## src/rtl/pst_trace_pkg.sv

```systemverilog
package pst_trace_pkg;

  localparam int TR_DW    = 32;
  localparam int TR_NIBS  = TR_DW / 4;
  localparam int TR_NIB_W = $clog2(TR_NIBS + 1);
  localparam int NSEG     = 3;
  localparam int SEG_W    = $clog2(NSEG);

  typedef enum logic [2:0] {
    EV_INSN    = 3'd0,
    EV_INSN_WR = 3'd1,
    EV_OPND    = 3'd2,
    EV_RMW     = 3'd3,
    EV_BRANCH  = 3'd4,
    EV_EXC     = 3'd5,
    EV_RESET   = 3'd6,
    EV_NONE    = 3'd7
  } ev_kind_e;

  typedef enum logic [3:0] {
    PST_IDLE    = 4'h0,
    PST_INSN    = 4'h1,
    PST_INSN_WR = 4'h4,
    PST_TAKEN   = 4'h5,
    PST_MK_B    = 4'h8,
    PST_MK_W    = 4'h9,
    PST_MK_3    = 4'hA,
    PST_MK_L    = 4'hB,
    PST_EXC     = 4'hC
  } pst_code_e;

  typedef struct packed {
    ev_kind_e           kind;
    logic [1:0]         size;
    logic               burst;
    logic [2:0]         amode;
    logic [TR_DW-1:0]   opa;
    logic [TR_DW-1:0]   opb;
    logic [TR_DW-1:0]   addr;
  } trace_ev_t;

  // One capture slot: optional 0x5 prefix, then marker and nibbles.
  typedef struct packed {
    logic                pre_en;
    logic                cap_en;
    logic [3:0]          marker;
    logic [TR_NIB_W-1:0] nnib;
    logic [TR_DW-1:0]    val;
  } seg_t;

  typedef struct packed {
    logic                  head_en;
    logic [3:0]            head;
    logic                  exc;
    seg_t [NSEG-1:0]       seg;
  } plan_t;

endpackage

```

## src/rtl/pst_ev_fifo.sv

```systemverilog
module pst_ev_fifo
  import pst_trace_pkg::*;
#(
  parameter int DEPTH = 4,
  localparam int CW = $clog2(DEPTH + 1)
) (
  input  logic       clk,
  input  logic       rst_n,
  input  logic       push,
  input  trace_ev_t  din,
  input  logic       pop,
  output trace_ev_t  dout,
  output logic       full,
  output logic       empty,
  output logic [CW-1:0] count
);

  localparam int AW = (DEPTH > 1) ? $clog2(DEPTH) : 1;
  localparam logic [AW-1:0] LAST = AW'(DEPTH - 1);

  trace_ev_t         mem [DEPTH];
  logic [AW-1:0]     wptr, rptr;
  logic              do_push, do_pop;

  assign full    = (count == CW'(DEPTH));
  assign empty   = (count == '0);
  assign do_push = push && !full;
  assign do_pop  = pop && !empty;
  assign dout    = mem[rptr];

  always_ff @(posedge clk or negedge rst_n) begin
    if (!rst_n) begin
      wptr  <= '0;
      rptr  <= '0;
      count <= '0;
    end else begin
      if (do_push) wptr <= (wptr == LAST) ? '0 : wptr + 1'b1;
      if (do_pop)  rptr <= (rptr == LAST) ? '0 : rptr + 1'b1;
      case ({do_push, do_pop})
        2'b10:   count <= count + 1'b1;
        2'b01:   count <= count - 1'b1;
        default: count <= count;
      endcase
    end
  end

  always_ff @(posedge clk) begin
    if (do_push) mem[wptr] <= din;
  end

  AST_FIFO_BOUND: assert property (@(posedge clk) disable iff (!rst_n)
    count <= CW'(DEPTH));

  AST_FULL_HOLDS: assert property (@(posedge clk) disable iff (!rst_n)
    (full && !pop) |=> full);

endmodule

```

## src/rtl/pst_ev_plan.sv

```systemverilog
module pst_ev_plan
  import pst_trace_pkg::*;
(
  input  trace_ev_t ev,
  input  logic      show_data,
  input  logic      show_addr,
  output plan_t     plan
);

  function automatic logic [3:0] size_marker(logic [1:0] sz);
    case (sz)
      2'd0:    return PST_MK_B;
      2'd1:    return PST_MK_W;
      default: return PST_MK_L;
    endcase
  endfunction

  function automatic logic [TR_NIB_W-1:0] size_nibs(logic [1:0] sz);
    case (sz)
      2'd0:    return TR_NIB_W'(2);
      2'd1:    return TR_NIB_W'(4);
      default: return TR_NIB_W'(TR_NIBS);
    endcase
  endfunction

  // Address width chosen from the leading zero bytes of the address.
  function automatic logic [3:0] addr_marker(logic [TR_DW-1:0] a);
    if (a[TR_DW-1:16] == '0)      return PST_MK_W;
    else if (a[TR_DW-1:24] == '0) return PST_MK_3;
    else                          return PST_MK_L;
  endfunction

  function automatic logic [TR_NIB_W-1:0] addr_nibs(logic [TR_DW-1:0] a);
    if (a[TR_DW-1:16] == '0)      return TR_NIB_W'(4);
    else if (a[TR_DW-1:24] == '0) return TR_NIB_W'(6);
    else                          return TR_NIB_W'(TR_NIBS);
  endfunction

  logic opnd_on;
  logic variant;

  assign opnd_on = show_data && !ev.burst;
  assign variant = (ev.amode <= 3'd3);

  always_comb begin
    plan = '0;
    unique case (ev.kind)
      EV_INSN: begin
        plan.head_en = 1'b1;
        plan.head    = PST_INSN;
      end
      EV_INSN_WR: begin
        plan.head_en = 1'b1;
        plan.head    = PST_INSN_WR;
      end
      EV_OPND: begin
        plan.seg[0].cap_en = opnd_on;
        plan.seg[0].marker = size_marker(ev.size);
        plan.seg[0].nnib   = size_nibs(ev.size);
        plan.seg[0].val    = ev.opa;
      end
      EV_RMW: begin
        plan.seg[0].cap_en = opnd_on;
        plan.seg[0].marker = size_marker(ev.size);
        plan.seg[0].nnib   = size_nibs(ev.size);
        plan.seg[0].val    = ev.opa;
        plan.seg[1].cap_en = opnd_on;
        plan.seg[1].marker = size_marker(ev.size);
        plan.seg[1].nnib   = size_nibs(ev.size);
        plan.seg[1].val    = ev.opb;
      end
      EV_BRANCH: begin
        plan.head_en       = 1'b1;
        plan.head          = PST_TAKEN;
        plan.seg[0].cap_en = show_addr && variant;
        plan.seg[0].marker = addr_marker(ev.addr);
        plan.seg[0].nnib   = addr_nibs(ev.addr);
        plan.seg[0].val    = ev.addr;
      end
      EV_EXC: begin
        plan.exc           = 1'b1;
        plan.head_en       = 1'b1;
        plan.head          = PST_EXC;
        plan.seg[0].cap_en = show_data;
        plan.seg[0].marker = PST_MK_L;
        plan.seg[0].nnib   = TR_NIB_W'(TR_NIBS);
        plan.seg[0].val    = ev.opa;
        plan.seg[1].cap_en = show_data;
        plan.seg[1].marker = PST_MK_L;
        plan.seg[1].nnib   = TR_NIB_W'(TR_NIBS);
        plan.seg[1].val    = ev.opb;
        plan.seg[2].pre_en = 1'b1;
        plan.seg[2].cap_en = show_addr;
        plan.seg[2].marker = addr_marker(ev.addr);
        plan.seg[2].nnib   = addr_nibs(ev.addr);
        plan.seg[2].val    = ev.addr;
      end
      EV_RESET: begin
        plan.exc     = 1'b1;
        plan.head_en = 1'b1;
        plan.head    = PST_EXC;
      end
      default: plan = '0;
    endcase
  end

endmodule

```

## src/rtl/pst_serializer.sv

```systemverilog
module pst_serializer
  import pst_trace_pkg::*;
(
  input  logic       clk,
  input  logic       rst_n,
  input  logic       head_valid,
  input  plan_t      head_plan,
  output logic       pop,
  output logic [3:0] pst_o,
  output logic [3:0] ddata_o
);

  // Phase 0 is the head; each slot k owns phases 1+3k (prefix),
  // 2+3k (marker) and 3+3k (data); PH_DONE means nothing left.
  localparam int NPH  = 1 + 3 * NSEG;
  localparam int PH_W = $clog2(NPH + 1);
  localparam logic [PH_W-1:0] PH_DONE = PH_W'(NPH);

  typedef enum logic [2:0] {K_NONE, K_HEAD, K_PRE, K_MARK, K_DATA} pkind_e;

  function automatic logic ph_en(plan_t p, logic [PH_W-1:0] q);
    logic [PH_W-1:0] ix;
    logic [SEG_W-1:0] s;
    if (q == '0) return p.head_en;
    if (q >= PH_DONE) return 1'b0;
    ix = q - 1'b1;
    s  = SEG_W'(ix / PH_W'(3));
    if ((ix % PH_W'(3)) == '0) return p.seg[s].pre_en;
    return p.seg[s].cap_en;
  endfunction

  function automatic logic [PH_W-1:0] first_from(plan_t p, logic [PH_W-1:0] start);
    logic [PH_W-1:0] r;
    logic hit;
    r   = PH_DONE;
    hit = 1'b0;
    for (int q = 0; q < NPH; q++) begin
      if (!hit && (PH_W'(q) >= start) && ph_en(p, PH_W'(q))) begin
        r   = PH_W'(q);
        hit = 1'b1;
      end
    end
    return r;
  endfunction

  logic                 busy, busy_n;
  plan_t                pl, pl_n, eplan;
  logic [PH_W-1:0]      ph, ph_n, eph, nxt, rel;
  logic [TR_NIB_W-1:0]  left, left_n;
  logic [TR_DW-1:0]     shreg, sh_n;
  logic [SEG_W-1:0]     sidx;
  pkind_e               ekind;
  seg_t                 cseg;
  logic [3:0]           emit_pst, emit_dd;

  always_comb begin
    pop   = !busy && head_valid;
    eplan = busy ? pl : head_plan;
    if (busy)            eph = ph;
    else if (head_valid) eph = first_from(head_plan, '0);
    else                 eph = PH_DONE;

    rel   = (eph == '0) ? '0 : eph - 1'b1;
    sidx  = SEG_W'(rel / PH_W'(3));
    cseg  = eplan.seg[sidx];
    ekind = K_NONE;
    if (eph == '0) ekind = K_HEAD;
    else if (eph < PH_DONE) begin
      case (rel % PH_W'(3))
        PH_W'(0): ekind = K_PRE;
        PH_W'(1): ekind = K_MARK;
        default:  ekind = K_DATA;
      endcase
    end

    emit_pst = PST_IDLE;
    emit_dd  = 4'h0;
    case (ekind)
      K_HEAD: emit_pst = eplan.head;
      K_PRE:  emit_pst = PST_TAKEN;
      K_MARK: emit_pst = cseg.marker;
      K_DATA: begin
        emit_pst = eplan.exc ? PST_EXC : PST_IDLE;
        emit_dd  = shreg[3:0];
      end
      default: ;
    endcase

    busy_n = busy;
    pl_n   = pl;
    ph_n   = ph;
    left_n = left;
    sh_n   = shreg;
    nxt    = first_from(eplan, eph + 1'b1);
    if (ekind != K_NONE) begin
      pl_n = eplan;
      if (ekind == K_DATA && left > TR_NIB_W'(1)) begin
        busy_n = 1'b1;
        ph_n   = eph;
        left_n = left - 1'b1;
        sh_n   = shreg >> 4;
      end else begin
        ph_n   = nxt;
        busy_n = (nxt != PH_DONE);
        if (ekind == K_MARK) begin
          sh_n   = cseg.val;
          left_n = cseg.nnib;
        end
      end
    end
  end

  always_ff @(posedge clk or negedge rst_n) begin
    if (!rst_n) begin
      busy    <= 1'b0;
      pl      <= '0;
      ph      <= PH_DONE;
      left    <= '0;
      shreg   <= '0;
      pst_o   <= PST_IDLE;
      ddata_o <= 4'h0;
    end else begin
      busy    <= busy_n;
      pl      <= pl_n;
      ph      <= ph_n;
      left    <= left_n;
      shreg   <= sh_n;
      pst_o   <= emit_pst;
      ddata_o <= emit_dd;
    end
  end

  AST_PST_LEGAL: assert property (@(posedge clk) disable iff (!rst_n)
    pst_o inside {4'h0, 4'h1, 4'h4, 4'h5, 4'h8, 4'h9, 4'hA, 4'hB, 4'hC});

  AST_MARK_QUIET: assert property (@(posedge clk) disable iff (!rst_n)
    (pst_o inside {4'h1, 4'h4, 4'h5, 4'h8, 4'h9, 4'hA, 4'hB}) |-> ddata_o == 4'h0);

  AST_MARK_THEN_DATA: assert property (@(posedge clk) disable iff (!rst_n)
    (pst_o inside {4'h8, 4'h9, 4'hA, 4'hB}) |=> (pst_o == 4'h0 || pst_o == 4'hC));

endmodule

```

## src/rtl/pst_trace_enc.sv

```systemverilog
module pst_trace_enc
  import pst_trace_pkg::*;
#(
  parameter int EV_DEPTH = 4
) (
  input  logic             clk,
  input  logic             rst_n,
  input  logic             ev_valid,
  output logic             ev_ready,
  input  logic [2:0]       ev_kind,
  input  logic [1:0]       ev_size,
  input  logic             ev_burst,
  input  logic [2:0]       ev_amode,
  input  logic [TR_DW-1:0] ev_opa,
  input  logic [TR_DW-1:0] ev_opb,
  input  logic [TR_DW-1:0] ev_addr,
  input  logic             cfg_show_data,
  input  logic             cfg_show_addr,
  output logic [3:0]       pst_o,
  output logic [3:0]       ddata_o
);

  localparam int CW = $clog2(EV_DEPTH + 1);

  trace_ev_t     in_ev, head_ev;
  plan_t         head_plan;
  logic          q_full, q_empty, q_pop;
  logic [CW-1:0] q_count;

  always_comb begin
    in_ev.kind  = ev_kind_e'(ev_kind);
    in_ev.size  = ev_size;
    in_ev.burst = ev_burst;
    in_ev.amode = ev_amode;
    in_ev.opa   = ev_opa;
    in_ev.opb   = ev_opb;
    in_ev.addr  = ev_addr;
  end

  assign ev_ready = !q_full;

  pst_ev_fifo #(.DEPTH(EV_DEPTH)) u_fifo (
    .clk   (clk),
    .rst_n (rst_n),
    .push  (ev_valid && ev_ready),
    .din   (in_ev),
    .pop   (q_pop),
    .dout  (head_ev),
    .full  (q_full),
    .empty (q_empty),
    .count (q_count)
  );

  pst_ev_plan u_plan (
    .ev        (head_ev),
    .show_data (cfg_show_data),
    .show_addr (cfg_show_addr),
    .plan      (head_plan)
  );

  pst_serializer u_ser (
    .clk        (clk),
    .rst_n      (rst_n),
    .head_valid (!q_empty),
    .head_plan  (head_plan),
    .pop        (q_pop),
    .pst_o      (pst_o),
    .ddata_o    (ddata_o)
  );

  AST_NO_POP_EMPTY: assert property (@(posedge clk) disable iff (!rst_n)
    q_pop |-> !q_empty);

  AST_READY_ROOM: assert property (@(posedge clk) disable iff (!rst_n)
    (q_count < CW'(EV_DEPTH)) |-> ev_ready);

endmodule

```

## config.mk

```make
export PLATFORM = sky130hd
export DESIGN_NAME = pst_trace_enc
export DESIGN_NICKNAME = d
export VERILOG_FILES = /design/src/rtl/pst_trace_pkg.sv /design/src/rtl/pst_ev_fifo.sv /design/src/rtl/pst_ev_plan.sv /design/src/rtl/pst_serializer.sv /design/src/rtl/pst_trace_enc.sv
export SDC_FILE = /design/constraint.sdc
export NUM_CORES = 1
export LEC_CHECK = 0
export CORE_UTILIZATION = 50
export CTS_BUF_LIST = sky130_fd_sc_hd__clkbuf_4 sky130_fd_sc_hd__clkbuf_8 sky130_fd_sc_hd__clkbuf_16
export DETAILED_ROUTE_END_ITERATION = 8
export PLACE_DENSITY_LB_ADDON = 0.15
export SLEW_MARGIN = 40
export SYNTH_ARGS = -nofsm -noshare
export SYNTH_HDL_FRONTEND = slang
export SYNTH_SLANG_ARGS = --single-unit
export TNS_END_PERCENT = 20
```

## constraint.sdc

```tcl
create_clock -name clk -period 7.1 [get_ports clk]
set_input_delay 0.71 -clock clk [delete_from_list [all_inputs] [get_ports clk]]
set_output_delay 0.71 -clock clk [all_outputs]
set_load 0.01 [all_outputs]
```

# Word level (Yosys, flattened, before mapping)
# Memory sizes are Yosys's and may differ from the RTL's.
# Cells that the tools add are included.
[op_classes]
magnitude_cmp = 14
div = 2
n_reduce_logical = 70
muxes = 108
n_addsub = 7
n_eq_ne = 18
[op_table]
columns = ["op", "count"]
rows = [
  ["2-to-1 mux 132 bit", 1],
  ["2-to-1 mux 4 bit", 31],
  ["one-hot mux 41 bit (3 select lines)", 1],
  ["binary-select mux 42 bit (select 2 bit)", 1],
  ["one-hot mux 41 bit (2 select lines)", 1],
  ["2-to-1 mux 32 bit", 2],
  ["2-to-1 mux 1 bit", 59],
  ["2-to-1 mux 42 bit", 1],
  ["2-to-1 mux 40 bit", 1],
  ["logical AND 1 bit", 35],
  ["zero test 1 bit", 22],
  ["one-hot mux 5 bit (4 select lines)", 1],
  [">= comparator 3 x 4 -> 1 bit, first input constant", 4],
  ["zero test 16 bit", 1],
  ["one-hot mux 4 bit (4 select lines)", 1],
  ["== test 3 bit, second input constant", 5],
  ["== test 3 x 2 -> 1 bit, second input constant", 4],
  ["one-hot mux 3 bit (2 select lines)", 2],
  [">= comparator 1 x 4 -> 1 bit, first input constant", 2],
  [">= comparator 2 x 4 -> 1 bit, first input constant", 2],
  [">= comparator 4 bit, first input constant", 2],
  ["zero test 4 bit", 2],
  ["zero test 8 bit", 1],
  ["one-hot mux 4 bit (2 select lines)", 1],
  ["25 further kinds", 36],
]
[totals]
ramBits = 420
wordCells = 247
memories = 1
inputBits = 110
out_inout_bits = 9
reg_bits = 188
[memory_table]
columns = ["memory", "depth", "word_bits", "read_ports", "rd_clocked_by_memory_dff", "wr", "line_no", "text"]
rows = [
  ["u_fifo.mem", 4, 105, 1, 0, 1, "pst_ev_fifo.sv:21", "trace_ev_t mem [DEPTH];"],
]

# Longest topological paths before layout
[logic_depth]
ltp_word = 100
ltp_mapped = 27
depth_no_buf = 23

# Modules after synthesis
# A second synthesis with hierarchy kept.
[unflattened]
cells_unflattened = 1708
hier_area_um2 = 27258.6
[modules_own_cells]
columns = ["mod", "area_each_um2", "cells_each", "n_inst", "seq_area_each_um2"]
rows = [
  ["pst_ev_fifo", 15567.4, 589, 1, 12787.3],
  ["pst_serializer", 10136.0, 861, 1, 4531.8],
  ["pst_ev_plan", 1541.5, 255, 1, 0.0],
  ["pst_trace_enc", 13.8, 3, 1, 0.0],
]

# Worst setup path before layout
# No wires, ideal clock.
[synth_path]
path_kind = "flip-flop to flip-flop"
startpoint = "register u_fifo.rptr[0]"
endpoint = "register u_ser.shreg[23]"
period_less_slack_ps = 5804
n_path_buf = 4
arrival_ps = 5678
required_ps = 6974
setup_ps = 126
setup_slack_ps = 1296
path_stages_with_launch = 27
cell_sequence = "dfrtp_1 buf_6 mux4_2 nand2b_1 a21boi_0 or2_2 ha_1 a21boi_0 nand2_1 nor2_1 nor2_1 ha_1 inv_1 ha_1 and2_0 and2_1 buf_4 xnor2_1 ha_1 nor2b_1 nand3b_1 o31ai_1 o31ai_4 o311a_1 buf_4 buf_2 a221o_1"
[synth_via]
elab_chain_len = 67
elab_cells_between_ends = 110
classes_between = "1 x add/sub; 2 x div; 2 x order compare; 9 x eq/ne; 65 x mux; 30 x reduce/logical; 1 x memory"
[synth_rtl]
columns = ["item", "line_no", "text"]
rows = [
  ["start, declared", "pst_ev_fifo.sv:22", "logic [AW-1:0] wptr, rptr;"],
  ["start signal, assigned", "pst_ev_fifo.sv:38", "if (do_pop) rptr <= (rptr == LAST) ? '0 : rptr + 1'b1;"],
  ["memory (4 x 105 bit) *", "--", ""],
  ["branches (longest 66 deep; another with one-hot mux 5 bit (4 select lines))", "--", ""],
  ["end signal, assigned", "pst_serializer.sv:127", "shreg <= sh_n;"],
  ["end, declared", "pst_serializer.sv:50", "logic [TR_DW-1:0] shreg, sh_n;"],
]
# Mark *: on every way between the ends. The select of a mux whose other input is x is not followed.
# A chain may end at the register's enable or synchronous reset.

# Worst setup path after layout
[layout_path]
startpoint = "register u_fifo.rptr[0]"
endpoint = "register u_ser.shreg[24]"
# The elaborated chain is that of the path after synthesis.

==> impl_results.md <==
- Status: finished, final reports clean
- Final setup fails: 0
- Htree depth: 2
- Mapped Nets: 1965
- Vias in the first global route: 15700
- Finished Layout Cells: 2662
- Starting Density: 50.6%
- Worst EP required: 7.62 ns
- Rel. slew slack: 43.3%
- Die W: 230 µm
- Worst Hold Class: input port to asynchronous set/reset pin
- Synth Flop Type: edfxtp_1
- First-pass GRT wire length: 89.4 mm
- Grt ovf: 0
- Clk_skew: 0.0337 ns
- Via Count: 15700
- CTS root buf: clkbuf_16
- CTS tree: built
- Yosys cell types: 73
- Floorplan row count: 83
- Gpl congestion: 0.836
- Vias per inst: 5.91
- # DRC: 0
- Post-DRT Antenna Nets: 0
- Number of flops mapped to enable cells by yosys: 412
- Area Growth Syn to Fin: 15.8%
- First DRT Iteration DRCs: 1559
- Seq cells post-synth: 600
- Io pins: 119
- Post-Place Cells: 2545
- Clk_lat worst skew: 0.63 ns
- Final WL: 56.9 mm
- Post-Syn Area: 25900 µm²
- Full die area: 52700 µm²
- Critical Path AT: 7.01 ns
- Drt wl/cell: 21.4 µm
- DRT Pass-1 Iters: 6
- Minimum clock period: 6.49 ns
- TritonCTS buffer count: 60
- Startpoint Class: flip-flop
- Die height: 230 µm
- I/O Buffers: 116
- Worst r2r src: u_fifo.rptr[0]
- Top cell type's share of synthesized area: 47.8%
- Fin. Hold Viols: 0
- Crit Path Class: flip-flop to flip-flop
- Sequential fraction of the synthesis area: 66.0%
- Final net count: 2060
- Clock sinks: 600
- Worst-path maximum fanout: 37
- Top post-synthesis cells by area: edfxtp_1, dfrtp_1, mux4_2
- Clk slew on worst S/H paths: 0.06 ns
- Cell taking the most area after synthesis: edfxtp_1
- Crit path from: u_fifo.rptr[0]
- Slew Limit Fails: 0
- # Max-Cap Violations: 0
- CTS Hold Bufs: 0
- Dpl hpwl: 35.7 mm
- Post-synth ARST share: 31.3%
- Layout cells sized above 1: 16.0%
- YS warnings: 0
- Max Root-Sink Buffers: 3
- Crit end category: flip-flop
- Unrepaired setup endpoints after global routing: no
- Syn Area/Cell: 14.1 µm²
- # fillers: 3947
- GRT Util Overall: 21.8%
- Antenna violations before repair: 0
- Core area: 51200 µm²
- Fmax: 0.154 GHz
- Final period util: 91.5%
- Post-Synthesis Cells: 1837
- WHS: 0.0964 ns
- Largest net degree at the start of global routing: 177
- Slew @ Worst Pin: 0.851 ns
- Cells on worst reg2reg path: 24
- Final setup TNS: 0 ns
- # diodes: 0
critical path, cell delays in order (launching register included):
cell and delay, ns:
dfrtp_4 0.46, mux4_2 0.53, nand2b_1 0.30, a21boi_1 0.26, or2_2 0.24, ha_1 0.28, a21boi_0 0.26, nand2_1 0.14
nor2_2 0.24, nor2_1 0.10, ha_1 0.22, inv_1 0.06, ha_1 0.27, and2_0 0.30, and2_1 0.33, xnor2_1 0.21
ha_1 0.31, nor2b_1 0.22, nand3b_1 0.12, o31ai_2 0.32, o21a_1 0.20, o211a_2 0.40, buf_12 0.24, nor3b_1 0.08
a221o_1 0.26
logic make-up (layout without fill, tap and decap cells):
kind of cell / after synthesis / count (layout) / share of synthesized area [%]
flops: 600 / 600 / 66.0
simple gates: 576 / 576 / 10.1
buf+inv: 147 / 292 / 2.47
compound gates: 346 / 346 / 9.66
mux: 141 / 141 / 10.6
fa+ha+maj: 18 / 18 / 0.899
xor+xnor: 9 / 9 / 0.304
synthesized netlist by cell type (4+ instances only):
master / number
nor2_1: 204
dfrtp_1: 186
or4_1: 4
mux4_2: 103
o21ai_0: 77
a31oi_1: 36
xnor2_1: 6
clkbuf_1: 85
ha_1: 17
mux2_2: 35
a21oi_1: 35
nand2b_1: 10
a22oi_1: 8
nand3_1: 43
edfxtp_1: 412
buf_4: 5
nor2b_1: 8
or3_1: 5
a211oi_1: 14
inv_1: 21
a22o_1: 63
buf_2: 13
o211ai_1: 8
o31ai_1: 34
a221o_1: 29
buf_6: 7
nor3_1: 10
buf_1: 16
a21o_1: 4
and3_1: 46
and2_1: 15
nand2_1: 189
nor3b_1: 30
flip-flops by register name (all words and copies together) (netlist names):
name           cells
u_ser.shreg       32
u_ser.busy         1
u_fifo.mem       412
u_fifo.wptr        2
u_ser.pst_o        4
u_fifo.count       3
u_ser.pl         132
u_ser.ddata_o      4
u_ser.left         4
u_ser.ph           4
u_fifo.rptr        2
layout by cell type, fill, tap and decap left out, types with 8 or more instances in the layout:
master | synthesis | layout
o21ai_0 | 77 | 77
a21oi_1 | 35 | 33
edfxtp_1 | 412 | 412
clkbuf_4 | 0 | 15
nand3_1 | 43 | 43
a31oi_1 | 36 | 36
and3_1 | 46 | 42
buf_4 | 5 | 27
ha_1 | 17 | 17
clkbuf_16 | 0 | 60
nor3b_1 | 30 | 30
a22o_1 | 63 | 63
nor2_1 | 204 | 202
inv_1 | 21 | 21
buf_12 | 0 | 12
dfrtp_1 | 186 | 183
nor2b_1 | 8 | 8
nand2b_1 | 10 | 10
o211ai_1 | 8 | 8
a22oi_1 | 8 | 8
nor3_1 | 10 | 10
clkinv_2 | 0 | 10
nand2_1 | 189 | 187
and2_1 | 15 | 15
o31ai_1 | 34 | 33
a221o_1 | 29 | 29
clkdlybuf4s50_1 | 0 | 115
a211oi_1 | 14 | 14
mux4_2 | 103 | 103
bufinv_16 | 0 | 8
mux2_2 | 35 | 35
layout make-up:
class	instances	area [µm²]	area share, %
flip-flops and latches	600	17100	57.0
multi-input cells	1090	8240	27.5
clock buffers	79	1670	5.57
repair buffers	159	1670	5.57
well taps	680	851	2.84
clock inverters	33	390	1.30
inverters	21	78.8	0.263
stage by stage:
stage	util (%)	area, µm²	setup WS (ns)
after floorplan	-	25900	1.30
after global placement	54.2	27700	0.255
after detailed placement	54.4	27800	0.175
after CTS	58.4	29900	0.102
after global routing	58.6	30000	0.115
final	58.6	30000	0.606
path summary, 6_finish.rpt:
check / to / slack (ns)
max in group asynchronous: u_fifo.rptr[0] / 5.94
min in group clk: u_ser.pl[78] / 0.48
hold / removal: u_fifo.rptr[1] / 0.1
setup / recovery: u_ser.shreg[24] / 0.61
setup reg to reg: u_ser.shreg[24] / 0.61
hold reg to reg: u_ser.pl[78] / 0.48
layer usage:
layer / routed length [µm] / up-vias / track usage [%]
met5: 0 / - / 0
met4: 1090 / 0 / 5.25
met3: 2840 / 76 / 3.26
met2: 26200 / 431 / 33.2
met1: 26800 / 8023 / 33.1
li1: - / 7212 / -
what timing repair did:
action | 4_1_cts | 5_1_grt
resized for setup | 0 | 4
endpoints found under the setup margin | 0 | 45
setup buffers | 0 | 3
Power is not shown: default switching activity piles up to over one toggle a cycle in this logic, so the estimate is an artifact.
